### config.mk
export PLATFORM = sky130hd
export DESIGN_NAME = refresh_owner_ctrl
export DESIGN_NICKNAME = d
export VERILOG_FILES = /design/src/rtl/rfo_pkg.sv /design/src/rtl/rfo_cfg_regs.sv /design/src/rtl/rfo_selfref.sv /design/src/rtl/rfo_aref_timer.sv /design/src/rtl/refresh_owner_ctrl.sv
export SDC_FILE = /design/constraint.sdc
export NUM_CORES = 1
export LEC_CHECK = 0
export BUFFER_PORTS_ARGS = -buffer_cell sky130_fd_sc_hd__buf_2
export CAP_MARGIN = 20
export CORE_MARGIN = 3
export CORE_UTILIZATION = 54
export DETAILED_ROUTE_END_ITERATION = 8
export GPL_TIMING_DRIVEN = 0
export PLACE_DENSITY_LB_ADDON = 0.05
export SETUP_SLACK_MARGIN = 0.5
export SYNTH_ARGS = -nofsm -noshare
export SYNTH_HDL_FRONTEND = slang
export SYNTH_HIERARCHICAL = 1
export SYNTH_SLANG_ARGS = --single-unit
### constraint.sdc
create_clock -name clk -period 2.8 [get_ports clk]
set_clock_uncertainty 0.1 [all_clocks]
set_input_delay 0.56 -clock clk [delete_from_list [all_inputs] [get_ports clk]]
set_output_delay 0.56 -clock clk [all_outputs]
set_load 0.01 [all_outputs]
### src/rtl/rfo_pkg.sv
package rfo_pkg;

   typedef enum logic [1:0] {
      LNK_DISABLE = 2'd0,
      LNK_TRAIN   = 2'd1,
      LNK_CALIB   = 2'd2,
      LNK_ACTIVE  = 2'd3
   } link_e;

   typedef enum logic [1:0] {
      OWN_LOCAL = 2'd0,
      OWN_SELF  = 2'd1,
      OWN_HOST  = 2'd2
   } owner_e;

   typedef enum logic [1:0] {
      CMD_NOP = 2'd0,
      CMD_REF = 2'd1,
      CMD_SRE = 2'd2,
      CMD_SRX = 2'd3
   } dcmd_e;

   localparam logic [1:0] ADDR_CTRL    = 2'd0;
   localparam logic [1:0] ADDR_NEXT    = 2'd1;
   localparam logic [1:0] ADDR_RESTORE = 2'd2;

   localparam int CTRL_AREF_BIT  = 0;
   localparam int CTRL_FXDIS_BIT = 1;

endpackage

### src/rtl/rfo_cfg_regs.sv
module rfo_cfg_regs
   import rfo_pkg::*;
#(
   parameter int               DATA_W    = 16,
   parameter int               CFG_W     = 8,
   parameter int               RESTORE_W = 16,
   parameter logic [CFG_W-1:0] CFG_RST   = '0
) (
   input  logic                 clk,
   input  logic                 rst_n,
   input  logic                 we,
   input  logic [1:0]           addr,
   input  logic [DATA_W-1:0]    wdata,
   input  logic                 in_disable,
   output logic                 aref_en_q,
   output logic                 aref_en_n,
   output logic                 fxdis_q,
   output logic [CFG_W-1:0]     cur_cfg,
   output logic [RESTORE_W-1:0] restore_q
);

   logic             fxdis_n;
   logic [CFG_W-1:0] next_q;
   logic [CFG_W-1:0] next_n;

   always_comb begin
      aref_en_n = aref_en_q;
      fxdis_n   = fxdis_q;
      next_n    = next_q;
      if (we && addr == ADDR_CTRL) begin
         aref_en_n = wdata[CTRL_AREF_BIT];
         fxdis_n   = wdata[CTRL_FXDIS_BIT];
      end
      if (we && addr == ADDR_NEXT) begin
         next_n = wdata[CFG_W-1:0];
      end
   end

   always_ff @(posedge clk) begin
      if (!rst_n) begin
         aref_en_q <= 1'b1;
         fxdis_q   <= 1'b1;
         next_q    <= CFG_RST;
         cur_cfg   <= CFG_RST;
         restore_q <= '0;
      end else begin
         aref_en_q <= aref_en_n;
         fxdis_q   <= fxdis_n;
         next_q    <= next_n;
         if (in_disable) begin
            cur_cfg <= next_n;
         end
         if (we && addr == ADDR_RESTORE) begin
            restore_q <= wdata[RESTORE_W-1:0];
         end
      end
   end

endmodule

### src/rtl/rfo_selfref.sv
module rfo_selfref
   import rfo_pkg::*;
(
   input  logic  clk,
   input  logic  rst_n,
   input  link_e link,
   input  logic  fxdis,
   output logic  sr_q,
   output logic  sre,
   output logic  srx
);

   link_e link_q;
   logic  entering_dis;
   logic  exit_ok;

   always_comb begin
      entering_dis = (link == LNK_DISABLE) && (link_q != LNK_DISABLE);
      sre          = entering_dis && !sr_q;
      exit_ok      = fxdis ? (link == LNK_ACTIVE) : (link != LNK_DISABLE);
      srx          = sr_q && exit_ok;
   end

   always_ff @(posedge clk) begin
      if (!rst_n) begin
         link_q <= LNK_DISABLE;
         sr_q   <= 1'b1;
      end else begin
         link_q <= link;
         if (sre) begin
            sr_q <= 1'b1;
         end else if (srx) begin
            sr_q <= 1'b0;
         end
      end
   end

endmodule

### src/rtl/rfo_aref_timer.sv
module rfo_aref_timer #(
   parameter int INTERVAL   = 64,
   parameter bit COUNT_DOWN = 1'b0
) (
   input  logic clk,
   input  logic rst_n,
   input  logic en,
   output logic fire
);

   localparam int CNT_W = (INTERVAL > 2) ? $clog2(INTERVAL) : 1;
   localparam logic [CNT_W-1:0] LAST = CNT_W'(INTERVAL - 1);

   logic [CNT_W-1:0] cnt;

   generate
      if (COUNT_DOWN) begin : g_down
         assign fire = en && (cnt == '0);
         always_ff @(posedge clk) begin
            if (!rst_n || !en || fire) begin
               cnt <= LAST;
            end else begin
               cnt <= cnt - 1'b1;
            end
         end
      end else begin : g_up
         assign fire = en && (cnt == LAST);
         always_ff @(posedge clk) begin
            if (!rst_n || !en || fire) begin
               cnt <= '0;
            end else begin
               cnt <= cnt + 1'b1;
            end
         end
      end
   endgenerate

endmodule

### src/rtl/refresh_owner_ctrl.sv
module refresh_owner_ctrl
   import rfo_pkg::*;
#(
   parameter int               DATA_W       = 16,
   parameter int               CFG_W        = 8,
   parameter int               RESTORE_W    = 16,
   parameter logic [CFG_W-1:0] CFG_RST      = '0,
   parameter int               REF_INTERVAL = 64,
   parameter bit               COUNT_DOWN   = 1'b0
) (
   input  logic                 clk,
   input  logic                 rst_n,
   input  logic [1:0]           link_state,
   input  logic                 host_ref_req,
   input  logic                 cfg_we,
   input  logic [1:0]           cfg_addr,
   input  logic [DATA_W-1:0]    cfg_wdata,
   output logic [1:0]           dram_cmd,
   output logic [1:0]           owner,
   output logic                 self_refresh,
   output logic [CFG_W-1:0]     cur_link_cfg,
   output logic [RESTORE_W-1:0] restore_word
);

   if (REF_INTERVAL < 2) begin : g_bad_interval
      $error("REF_INTERVAL must be at least 2");
   end
   if (DATA_W < CFG_W || DATA_W < RESTORE_W || DATA_W < 2) begin : g_bad_width
      $error("DATA_W must cover CFG_W, RESTORE_W and the control bits");
   end

   link_e link;
   logic  aref_en_q, aref_en_n, fxdis_q;
   logic  sr_q, sre, srx;
   logic  local_en, local_fire, host_ok;
   dcmd_e cmd_n, cmd_q;

   assign link = link_e'(link_state);

   rfo_cfg_regs #(
      .DATA_W    (DATA_W),
      .CFG_W     (CFG_W),
      .RESTORE_W (RESTORE_W),
      .CFG_RST   (CFG_RST)
   ) u_regs (
      .clk        (clk),
      .rst_n      (rst_n),
      .we         (cfg_we),
      .addr       (cfg_addr),
      .wdata      (cfg_wdata),
      .in_disable (link == LNK_DISABLE),
      .aref_en_q  (aref_en_q),
      .aref_en_n  (aref_en_n),
      .fxdis_q    (fxdis_q),
      .cur_cfg    (cur_link_cfg),
      .restore_q  (restore_word)
   );

   rfo_selfref u_sr (
      .clk   (clk),
      .rst_n (rst_n),
      .link  (link),
      .fxdis (fxdis_q),
      .sr_q  (sr_q),
      .sre   (sre),
      .srx   (srx)
   );

   assign local_en = aref_en_n && !sr_q && !sre;

   rfo_aref_timer #(
      .INTERVAL   (REF_INTERVAL),
      .COUNT_DOWN (COUNT_DOWN)
   ) u_timer (
      .clk   (clk),
      .rst_n (rst_n),
      .en    (local_en),
      .fire  (local_fire)
   );

   assign host_ok = host_ref_req && !sr_q && !aref_en_n && !sre && (link == LNK_ACTIVE);

   always_comb begin
      if (sre)             cmd_n = CMD_SRE;
      else if (srx)        cmd_n = CMD_SRX;
      else if (local_fire) cmd_n = CMD_REF;
      else if (host_ok)    cmd_n = CMD_REF;
      else                 cmd_n = CMD_NOP;
   end

   always_ff @(posedge clk) begin
      if (!rst_n) cmd_q <= CMD_NOP;
      else        cmd_q <= cmd_n;
   end

   assign dram_cmd     = cmd_q;
   assign self_refresh = sr_q;
   assign owner        = sr_q ? OWN_SELF : (aref_en_q ? OWN_LOCAL : OWN_HOST);

endmodule

==> results of run 1 <==
-- metrics by stage --
step	instance area (um2)	setup slack, ns	cells	power [uW]
detailed placement	2060	0.675	280	822
CTS	2120	1.03	287	1120
finish	2120	1.02	287	1100
floorplan	1750	0.998	184	766
global placement	2060	0.754	280	815
global route	2120	0.966	287	1160
-- Yosys cell counts, types with 2 or more instances --
library cell	count
dfxtp_1	45
nand2_1	27
nor2_1	17
a21oi_1	15
a21oi_2	10
nand2_2	10
mux2i_1	9
o21ai_0	9
inv_1	4
buf_2	3
and2_1	2
buf_4	2
nand3_1	2
xor2_1	2
-- layout make-up --
| class | count | share of cell area |
|---|---|---|
| flip-flops and latches | 45 | 0.425 |
| multi-input cells | 126 | 0.362 |
| plain buffers | 9 | 0.0307 |
| repair buffers | 52 | 0.123 |
| clock buffers | 7 | 0.0260 |
| well taps | 44 | 0.0260 |
| inverters | 4 | 0.00708 |
-- cells by family after synthesis --
group | share of synthesized area
compound gates | 0.149
xor+xnor | 0.0150
fa+ha+maj | 0.00715
buf+inv | 0.0458
flops | 0.515
mux | 0.0601
simple gates | 0.207
-- cell usage in the layout, fill, tap and decap left out, types with 2 or more instances in the layout --
| cell type | instances |
|---|---|
| mux2i_1 | 9 |
| a21oi_1 | 15 |
| nand2_2 | 10 |
| and2_1 | 2 |
| buf_2 | 55 |
| xor2_1 | 2 |
| nand3_1 | 2 |
| nand2_1 | 27 |
| nor2_1 | 17 |
| clkbuf_4 | 5 |
| a21oi_2 | 10 |
| inv_1 | 4 |
| clkbuf_1 | 2 |
| o21ai_0 | 9 |
| buf_4 | 2 |
| dfxtp_1 | 45 |
-- worst max-delay path: cells and delay by family --
kind            cells  cell delay (ns)
simple gates        3             0.68
compound gates      2             0.39
mux                 1             0.21
buf+inv             1             0.12
-- state kept, by name (all words and copies together), names as in the netlist --
name / count
dram_cmd: 2
u_regs/restore_q: 16
u_regs/next_q: 8
u_sr/link_q: 2
u_regs/cur_cfg: 8
u_regs/fxdis_q: 1
u_sr/sr_q: 1
u_timer/cnt: 6
u_regs/aref_en_q: 1
-- power by group --
| part | internal (uW) | switching (uW) |
|---|---|---|
| registers | 665 | 11.5 |
| logic | 57.4 | 73.8 |
| clock network | 119 | 178 |
-- per-layer routing --
metal / global-route usage / vias up / part of all wire
met4: 0.0496 / 0 / 0.0039
met3: 0.0540 / 2 / 0.052
met1: 0.209 / 629 / 0.43
met5: 0 / - / 0
li1: - / 727 / -
met2: 0.352 / 31 / 0.52
-- path summary, 6_finish.rpt --
path | startpoint | end | slack [ns]
setup / recovery | cfg_addr[0] | u_timer/cnt[5] | 1.02
hold reg to reg | u_regs/restore_q[14] | u_regs/restore_q[14] | 0.37
setup reg to reg | u_sr/link_q[1] | u_timer/cnt[5] | 1.18
hold / removal | cfg_wdata[11] | u_regs/restore_q[11] | 0.35
==> flow_summary.json, run 1 <==
{
  "port_buffers": 52,
  "multi_input_area_um2": 768,
  "clockBufferDepth": 2,
  "tritoncts": "done",
  "critPathRequiredTime_ns": 2.97,
  "final-max-slew-violation-count": 0,
  "drive_gt1_frac": 0.391,
  "grt-ovfl-total": 0,
  "holdPathStages": 3,
  "status": "finished, final reports clean",
  "cp_data_arrival_time_ns": 1.95,
  "antenna_left": 0,
  "layout.area.seq_um2": 901,
  "cpPeakStageDelay_ns": 0.27,
  "grt_first_pass_wirelength_um": 6090,
  "async_reset_ff_frac": 0,
  "grt_max_degree": 13,
  "synth_top_area_share": 0.515,
  "syn_avg_cell_area_um2": 9.51,
  "ys.flop_type": "dfxtp_1",
  "postCtsSetupRepairBufs": 0,
  "maxCapViolCount": 0,
  "cts.clk_slew.worst_paths_ns": 0.11,
  "cts_resized": 0,
  "holdWs_ns": 0.349,
  "vias_per_cell": 4.84,
  "ys_top_cells_by_area": "dfxtp_1, nand2_1, mux2i_1",
  "seq_area_frac_synth": 0.515,
  "clock.fmax_ghz": 0.560,
  "worstRegToRegCells": 6,
  "clock_sinks": 45,
  "fin_crit_sh": 0.637,
  "hold_buffers": 0,
  "leakage_uw": 0.000949,
  "cp-start-kind": "input pin",
  "synth_edf_count": 0,
  "design.die.area_mm2": 0.00396,
  "nNetsFinal": 268,
  "fill_cells": 266,
  "crit_type": "in2reg",
  "slew_headroom": 0.755,
  "drt_iter0_drc": 43,
  "post-route-util": 0.689,
  "syn-num-nets": 209,
  "yosys.cell_types.count": 41,
  "hpwl_um": 2850,
  "drt_first_pass_iters": 4,
  "max_slew.worst_pin.slew_ns": 0.367,
  "num_io_pins": 53,
  "yosys.area.top_type": "dfxtp_1",
  "antenna_found_initial": 0,
  "peakVddDrop_v": 0.000498,
  "fp.dieW_um": 62.9,
  "gp_congestion": 0.765,
  "dr_total_vias": 1389,
  "crit_fanout": 4,
  "min_path_type": "in2reg",
  "cts_root_buffer": "clkbuf_4",
  "yosys_warnings": 6,
  "fin_setup_tns_ns": 0,
  "rows": 20,
  "clock_latency_ns": 0.33,
  "cp_slowest_cell": "nor3b_1",
  "area_growth_pct": 21.2,
  "grt_setup_unrepaired": "no",
  "synth.cell_area_mm2": 0.00175,
  "drc_errors": 0,
  "dieHeight_um": 62.9,
  "finalHoldViolCount": 0,
  "endpoint_kind": "register",
  "min_period_ns": 1.78,
  "routedWlPerCell_um": 12.6,
  "setup_viol": 0,
  "track_usage": 0.190,
  "crit_path_cell_trace": "buf_2, nor3b_2, mux2_4, nor3b_1, nand2_1, o21bai_1, a21oi_1",
  "grt_pass1_vias": 1422,
  "netlist_instances": 184,
  "antennaDiodeCount": 0,
  "finalWirelength_um": 3630,
  "start_util": 0.568,
  "numCtsBuffers": 5,
  "htree_levels": 2,
  "core_mm2": 0.00308,
  "synth_seq_cells": 45,
  "powerDensity_mw_per_mm2": 521
}
Note: power is estimated with default switching activity, not from simulation.
==> run 2, diff against run 1 <==
CORE_UTILIZATION = 50   (was 54)
clock period = 1.7 ns   (was 2.8 ns; I/O delays follow)
==> run 2 against run 1 <==
Net effect: die area increased by 7.2%; count of clock-buffer cells in the layout down 1; largest power group unchanged; sequential power up 67%; core utilization rose by 9.1 points; setup slack lost 0.73 ns; largest cell class unchanged; critical path depth shrank 5; sequential share of layout area down 5.0 points; wire length grew 18%; design area rose by 18%.
==> flow_summary.json, run 2 (synthesis gave the netlist of run 1 again) <==
{
  "status": "finished, final reports clean",
  "hold_buffers": 0,
  "grt_max_degree": 14,
  "cp_data_arrival_time_ns": 0.98,
  "cts_root_buffer": "clkbuf_4",
  "drc_errors": 0,
  "regMostFlops": "u_regs/restore_q",
  "fp.dieW_um": 65.1,
  "antenna_found_initial": 0,
  "rows": 20,
  "track_usage": 0.207,
  "clock.fmax_ghz": 0.706,
  "setup_ws_ns": 0.284,
  "num_io_pins": 53,
  "fin_setup_tns_ns": 0,
  "clock_sinks": 45,
  "min_path_type": "in2reg",
  "reg_top3": "u_regs/restore_q (16), u_regs/cur_cfg (8), u_regs/next_q (8)",
  "sequentialPowerShare": 0.592,
  "grt_setup_unrepaired": "yes",
  "area_growth_pct": 42.8,
  "numCtsBuffers": 5,
  "worstSetupPathDepth": 2,
  "crit_fanout": 6,
  "drt_first_pass_iters": 4,
  "maxCapViolCount": 0,
  "start_util": 0.546,
  "cp-start-kind": "register",
  "peakVddDrop_v": 0.000512,
  "nNetsFinal": 284,
  "power_frac_comb": 0.151,
  "powerDensity_mw_per_mm2": 762,
  "leakage_uw": 0.00109,
  "cp_slowest_cell": "dfxtp_4",
  "holdPathStages": 3,
  "cpMostUsedCell": "buf_6",
  "drt_iter0_drc": 69,
  "gp_congestion": 0.791,
  "final-max-slew-violation-count": 0,
  "min_period_ns": 1.42,
  "dieHeight_um": 65.1,
  "intPower_uw": 1410,
  "finalWirelength_um": 4300,
  "holdWs_ns": 0.0919,
  "hpwl_um": 2730,
  "antenna_left": 0,
  "drive_gt1_frac": 0.565,
  "worstRegToRegCells": 6,
  "port_buffers": 52,
  "design.die.area_mm2": 0.00424,
  "worst-path-buf-inv": 2,
  "tritoncts": "done",
  "critPathRequiredTime_ns": 1.26,
  "core_mm2": 0.00320,
  "preCtsSetupSlack_ns": -0.122,
  "p_clk_frac": 0.256,
  "final_common_cell": "buf_6",
  "dr_total_vias": 1526,
  "crit_path_cell_trace": "buf_6, buf_6",
  "slew_headroom": 0.804,
  "fin_crit_sh": 0.833,
  "clock_latency_ns": 0.36,
  "clockBufferDepth": 2,
  "endpoint_kind": "output pin",
  "fin_area_mm2": 0.00250,
  "antennaDiodeCount": 0,
  "switching_share": 0.260,
  "switchingPower_uw": 494,
  "place_area_mm2": 0.00209,
  "grt_pass1_vias": 1507,
  "finalHoldViolCount": 0,
  "routedWlPerCell_um": 14.1,
  "cpPeakStageDelay_ns": 0.40,
  "htree_levels": 2,
  "setup_viol": 0,
  "final_cell_mix": "buf_6, buf_2, nand2_1",
  "max_slew.worst_pin.slew_ns": 0.294,
  "crit_type": "reg2out",
  "grt_first_pass_wirelength_um": 6750,
  "vias_per_cell": 5.02,
  "largest_reg_flops": 16,
  "cts.clk_slew.worst_paths_ns": 0.13,
  "crit_family": "flip-flops",
  "grt-ovfl-total": 0
}
-- run 2: cell types whose count changed in the layout (fill, tap and decap cells not counted), sizes merged --
cell and change:
clkbuf -1, clkinv +2, buf +16
-- run 2: area by class of cell --
| class | count | area [um2] |
|---|---|---|
| clock inverter | 2 | 10.0 |
| sequential | 45 | 937 |
| buffer | 9 | 70.1 |
| clock buffer | 6 | 41.3 |
| tap | 44 | 55.1 |
| inverter | 4 | 15.0 |
| fill | 240 | 706 |
| multi-input combinational | 126 | 807 |
| timing repair buffer | 68 | 562 |
-- run 2: metal layers --
metal / global-route usage / wire length [um] / up-vias
met5: 0 / 0 / -
met4: 0.0881 / 85 / 0
met3: 0.0581 / 217 / 8
met2: 0.370 / 2250 / 41
met1: 0.229 / 1750 / 714
li1: - / - / 763
-- run 2: per-stage QoR --
stage | power (uW) | std cells | utilization
floorplan | 1270 | 184 | -
global placement | 1350 | 280 | 0.652
detailed placement | 1360 | 280 | 0.652
CTS | 1890 | 297 | 0.754
global route | 1990 | 304 | 0.780
finish | 1900 | 304 | 0.780
-- run 2: timing repair --
action / in CTS / in global routing
endpoints found under the setup margin: 36 / 39
setup buffers: 9 / 7
resized for setup: 56 / 9
pin swaps: 8 / 5
-- run 2: final timing paths --
| kind | from | to | slack (ns) |
|---|---|---|---|
| hold / removal | cfg_wdata[13] | u_regs/restore_q[13] | 0.09 |
| setup / recovery | u_sr/sr_q | owner[0] | 0.28 |
| hold reg to reg | u_timer/cnt[0] | u_timer/cnt[0] | 0.37 |
| setup reg to reg | u_sr/link_q[1] | u_timer/cnt[5] | 0.30 |
-- run 2: power by group through the flow --
stage	combinational [uW]	clock (uW)	sequential [uW]
after floorplan	115	0	1150
after global placement	213	0	1140
after detailed placement	220	0	1140
after CTS	266	499	1130
after global routing	312	547	1130
final	288	488	1130
-- run 2: worst register-to-register path, stage by stage (launching register included) --
cell and delay (ns):
dfxtp_2 0.34, o21ai_2 0.18, nor2_2 0.07, nor3b_2 0.22
nand2_1 0.12, o21bai_4 0.20, a21oi_1 0.11
